===== src/rtl/lut_pair_pkg.sv =====
package lut_pair_pkg;
  typedef enum logic [1:0] {
    MODE_WIDE   = 2'b00,
    MODE_SHARED = 2'b01,
    MODE_SPLIT  = 2'b10,
    MODE_OFF    = 2'b11
  } lut_mode_e;

  localparam int unsigned NUM_SLOTS = 2;
endpackage


===== src/rtl/lut_pair_cfg_reg.sv =====
module lut_pair_cfg_reg
  import lut_pair_pkg::*;
#(
  parameter int unsigned TABLE_W = 64
) (
  input  logic               clk_i,
  input  logic               rst_ni,
  input  logic               we_i,
  input  logic [TABLE_W-1:0] table_i,
  input  logic [1:0]         mode_i,
  output logic [TABLE_W-1:0] table_o,
  output lut_mode_e          mode_o
);
  always_ff @(posedge clk_i or negedge rst_ni) begin
    if (!rst_ni) begin
      table_o <= '0;
      mode_o  <= MODE_WIDE;
    end else if (we_i) begin
      table_o <= table_i;
      mode_o  <= lut_mode_e'(mode_i);
    end
  end
endmodule


===== src/rtl/lut_pair_addr.sv =====
module lut_pair_addr
  import lut_pair_pkg::*;
#(
  parameter int unsigned NUM_IN = 6
) (
  input  lut_mode_e         mode_i,
  input  logic [NUM_IN-1:0] pin_i,
  output logic [NUM_IN-1:0] even_addr_o,
  output logic [NUM_IN-1:0] odd_addr_o,
  output logic              even_en_o,
  output logic              odd_en_o
);
  localparam int unsigned LO_W = NUM_IN / 2;
  localparam int unsigned HI_W = NUM_IN - LO_W;

  always_comb begin
    even_addr_o = '0;
    odd_addr_o  = '0;
    even_en_o   = 1'b0;
    odd_en_o    = 1'b0;
    unique case (mode_i)
      MODE_WIDE: begin
        odd_addr_o = pin_i;
        odd_en_o   = 1'b1;
      end
      MODE_SHARED: begin
        // top pin replaced by slot select
        even_addr_o = {1'b0, pin_i[NUM_IN-2:0]};
        odd_addr_o  = {1'b1, pin_i[NUM_IN-2:0]};
        even_en_o   = 1'b1;
        odd_en_o    = 1'b1;
      end
      MODE_SPLIT: begin
        even_addr_o[LO_W-1:0] = pin_i[LO_W-1:0];
        odd_addr_o[HI_W-1:0]  = pin_i[NUM_IN-1:LO_W];
        odd_addr_o[NUM_IN-1]  = 1'b1;
        even_en_o   = 1'b1;
        odd_en_o    = 1'b1;
      end
      default: ;
    endcase
  end
endmodule


===== src/rtl/lut_pair_sel.sv =====
module lut_pair_sel #(
  parameter int unsigned NUM_IN  = 6,
  localparam int unsigned TABLE_W = 1 << NUM_IN
) (
  input  logic [TABLE_W-1:0] table_i,
  input  logic [NUM_IN-1:0]  addr_i,
  input  logic               en_i,
  output logic               bit_o
);
  assign bit_o = en_i & table_i[addr_i];
endmodule


===== src/rtl/lut_pair_cell.sv =====
module lut_pair_cell
  import lut_pair_pkg::*;
#(
  parameter int unsigned NUM_IN  = 6,
  localparam int unsigned TABLE_W = 1 << NUM_IN
) (
  input  logic               clk_i,
  input  logic               rst_ni,
  input  logic               cfg_we_i,
  input  logic [TABLE_W-1:0] cfg_table_i,
  input  logic [1:0]         cfg_mode_i,
  input  logic [NUM_IN-1:0]  pin_i,
  output logic               even_o,
  output logic               odd_o
);
  logic [TABLE_W-1:0] table_q;
  lut_mode_e          mode_q;
  logic [NUM_IN-1:0]  even_addr, odd_addr;
  logic               even_en, odd_en;
  logic [NUM_IN-1:0]  slot_addr [NUM_SLOTS];
  logic               slot_en   [NUM_SLOTS];
  logic               slot_out  [NUM_SLOTS];

  lut_pair_cfg_reg #(.TABLE_W(TABLE_W)) u_cfg (
    .clk_i   (clk_i),
    .rst_ni  (rst_ni),
    .we_i    (cfg_we_i),
    .table_i (cfg_table_i),
    .mode_i  (cfg_mode_i),
    .table_o (table_q),
    .mode_o  (mode_q)
  );

  lut_pair_addr #(.NUM_IN(NUM_IN)) u_addr (
    .mode_i      (mode_q),
    .pin_i       (pin_i),
    .even_addr_o (even_addr),
    .odd_addr_o  (odd_addr),
    .even_en_o   (even_en),
    .odd_en_o    (odd_en)
  );

  assign slot_addr[0] = even_addr;
  assign slot_addr[1] = odd_addr;
  assign slot_en[0]   = even_en;
  assign slot_en[1]   = odd_en;

  for (genvar s = 0; s < NUM_SLOTS; s++) begin : g_slot
    lut_pair_sel #(.NUM_IN(NUM_IN)) u_sel (
      .table_i (table_q),
      .addr_i  (slot_addr[s]),
      .en_i    (slot_en[s]),
      .bit_o   (slot_out[s])
    );
  end

  assign even_o = slot_out[0];
  assign odd_o  = slot_out[1];
endmodule


===== config.mk =====
export PLATFORM = sky130hd
export DESIGN_NAME = lut_pair_cell
export DESIGN_NICKNAME = d
export VERILOG_FILES = /design/src/rtl/lut_pair_pkg.sv /design/src/rtl/lut_pair_cfg_reg.sv /design/src/rtl/lut_pair_addr.sv /design/src/rtl/lut_pair_sel.sv /design/src/rtl/lut_pair_cell.sv
export SDC_FILE = /design/constraint.sdc
export NUM_CORES = 1
export LEC_CHECK = 0
export BUFFER_PORTS_ARGS = -buffer_cell sky130_fd_sc_hd__buf_2
export CORE_UTILIZATION = 35
export CTS_CLUSTER_SIZE = 40
export DETAILED_ROUTE_END_ITERATION = 6
export GPL_TIMING_DRIVEN = 0
export SYNTH_ARGS = -nofsm -noshare
export SYNTH_HDL_FRONTEND = slang
export SYNTH_SLANG_ARGS = --single-unit

===== constraint.sdc =====
create_clock -name clk_i -period 2.3 [get_ports clk_i]
set_input_delay 0.23 -clock clk_i [delete_from_list [all_inputs] [get_ports clk_i]]
set_output_delay 0.23 -clock clk_i [all_outputs]
set_load 0.005 [all_outputs]

==> flow_summary.toml <==
[drt]
wirelength_mm = 9.33
wire_per_inst_um = 17.9
routed-via-count = 2793
dr.pass1.iters = 5
drc = 0
ant_nets = 0
via_per_inst = 5.36
drt_iter0_markers = 186

[global_route]
antenna_found_initial = 0
grt_max_degree = 67
grt_pass1_vias = 2889
grt_pass1_wl_mm = 14.9
grt_overflow = 0
grtUsageTotal_pct = 19.4

[sta]
period_needed_ns = 2.85
finalClockSkew_ns = 0
rsz0062_at_grt = "true"
slew_headroom_pct = 44.5
tightest_slew_ns = 0.832
fmax_mhz = 351
holdWs_ns = -0.0120
drv_slew = 0
fin_ws_ns = -0.548
setup_viol_count_final = 2
final_hold_viol_count = 16
period_share_pct = 124

[logic_synthesis]
syn_area_sq_um = 3500
synth_top_family_by_area = "multiplexers"
yosys_warnings = 0
synth-seq-cells = 66
synth_edf_count = 0
ys_seq_area_share_pct = 47.2
synth_cell_type_count = 37
syn_nets = 366
syn_avg_cell_area_sq_um = 12.2
synthAdderAreaFrac_pct = 1.43
synth_xor_area_share_pct = 0
yosys-mux-area-fraction_pct = 30.9
synth_compound_area_share_pct = 10.3
synthSimpleGateAreaFrac_pct = 7.65
ys.flop_type = "dfrtp_1"
async_reset_ff_share_pct = 100
syn_inst = 287

[floorplan]
dieHeight_um = 102
std_cell_rows = 36
die_w_um = 102
dieArea_sq_um = 10400
core_area_sq_um = 9730
num_io_pins = 77
initial_core_util_pct = 36.0

[placement]
port_buffers = 75
gp_congestion = 0.908
hpwl_mm = 6.56
pre_cts_ws_ns = -0.522

[setup_path]
crit_type = "flip-flop to primary output"
crit_arrival_ns = 2.62
endpoint_kind = "primary output"
start_kind = "flip-flop"
cp_max_fo = 4
worstPathRequired_ns = 2.07
r2r_setup_slack_ns = 1.45

[worst_hold_path]
min_path_type = "primary input to asynchronous set/reset pin"

[clocking]
clk_pin_slew_ns = 0.07
htree_num_levels = 3
cts-root-buf = "clkbuf_8"
numCtsBuffers = 9
insertion_delay_ns = 0.33
cts_tree = "built"
cts_buffer_depth = 2
cts_sinks = 66
cts_hold_buf = 0

[run_status]
status = "complete, but fails checks"
violations = "negative hold slack, negative setup slack"

[power]
leakage_nw = 1.95
peakVddDrop_uv = 355
power.density_nw_per_um2 = 663

[final_layout]
final_util_pct = 46.4
final_layout_size_suffix_gt1_share_pct = 53.1
syn2layout_area_growth_pct = 29.0
nNetsFinal = 465
fillers = 971
n_antenna_cell = 0

[job]
maxCapViolations = 0
cell usage in the layout, fill, tap and decap left out, types with 4 or more instances in the layout:
master and instances:
buf_2 75, and2b_1 5, nor3_1 5, buf_1 6, a21oi_1 11, mux4_2 8, buf_4 14, mux2_2 64
nand2_1 21, clkbuf_8 12, a31oi_1 5, mux2i_1 15, nand3_1 4, a211oi_1 5, dfrtp_1 65, nor2b_1 6
clkbuf_1 5
cell type report:
cell class                 instances  area [sq um]  area share, %
buffer                            15           105           2.33
clock buffer                      13           159           3.52
inverter                           3          13.8          0.305
multi-input combinational        201          1920           42.4
sequential                        66          1650           36.6
tap                              133           166           3.68
timing repair buffer              90           504           11.2
registers in the layout, indices dropped and copies added (netlist names):
register       cells
u_cfg.table_o     64
u_cfg.mode_o       2
path summary, 6_finish.rpt:
kind,startpoint,cells after the start,end
max in group asynchronous,rst_ni,1,u_cfg.mode_o[1]
max,u_cfg.mode_o[0],10,odd_o
max reg2reg,u_cfg.mode_o[0],3,u_cfg.mode_o[0]
min in group clk_i,cfg_mode_i[1],3,u_cfg.mode_o[1]
min reg2reg,u_cfg.table_o[33],1,u_cfg.table_o[33]
min,rst_ni,1,u_cfg.table_o[29]
cells by family after synthesis:
group                    Yosys count
AND/OR/NAND/NOR                   54
multiplexers                      90
AO/OA/AOI/OAI                     52
adder cells (fa/ha/maj)            4
buffers and inverters             21
flip-flops                        66
power by group:
part | internal [W] | leakage, nW | switching, W
sequential | 0.00128 | 0.772 | 0.0000880
clock | 0.000433 | 0.0815 | 0.000393
combinational | 0.000427 | 1.10 | 0.000376
total | 0.00214 | 1.95 | 0.000857
synthesized netlist by cell type, drive strengths merged, types with 2 or more instances:
master / count / area share, %
and3: 4 / 0.71
and2b: 5 / 1.1
o211ai: 3 / 0.64
o22ai: 2 / 0.36
a21o: 2 / 0.43
nor2: 2 / 0.21
nor2b: 6 / 1.1
a221oi: 3 / 0.75
o21ai: 6 / 0.86
mux2: 64 / 21
dfrtp: 66 / 47
clkbuf: 7 / 0.75
nand2: 24 / 2.6
buf: 11 / 1.5
ha: 4 / 1.4
nand3: 5 / 0.71
mux4: 8 / 5.1
nor3: 5 / 0.71
a311oi: 4 / 1.0
a32oi: 2 / 0.50
a31oi: 5 / 0.89
a21oi: 14 / 2.3
mux2i: 18 / 5.1
inv: 3 / 0.32
a211oi: 5 / 1.1
stage by stage:
stage	setup TNS, ns	hold WS, ns	cells	cell area, sq um	total power [W]
floorplan	0	-0.0656	287	3530	0.00180
global placement	-0.621	0.459	495	4070	0.00203
detailed placement	-0.600	0.386	495	4080	0.00205
CTS	-0.817	0.0187	519	4450	0.00299
global route	-1.06	0.0340	521	4520	0.00316
finish	-0.840	-0.0120	521	4520	0.00299
critical path, stage by stage, from the launching register on:
cell     delay [ns]
dfrtp_1        0.41
inv_2          0.12
ha_4           0.18
nand2_8        0.06
a21oi_4        0.24
mux2i_1        0.13
mux4_2         0.50
and3_4         0.19
a31oi_1        0.14
a22o_1         0.18
buf_2          0.12
metal layers:
layer / vias to the layer above / track usage, % / part of all wire, %
li1: 1277 / - / -
met1: 1345 / 24.3 / 42
met2: 137 / 31.7 / 47
met3: 34 / 5.40 / 7.5
met4: 0 / 7.47 / 3.6
met5: - / 0 / 0
what timing repair did:
item / CTS / global route
gates resized for setup: 30 / 13
cloned: 2 / 0
setup buffers: 12 / 2
pin swaps: 10 / 9
endpoints found under the setup margin: 2 / 2
(Power assumes the default switching activity.)
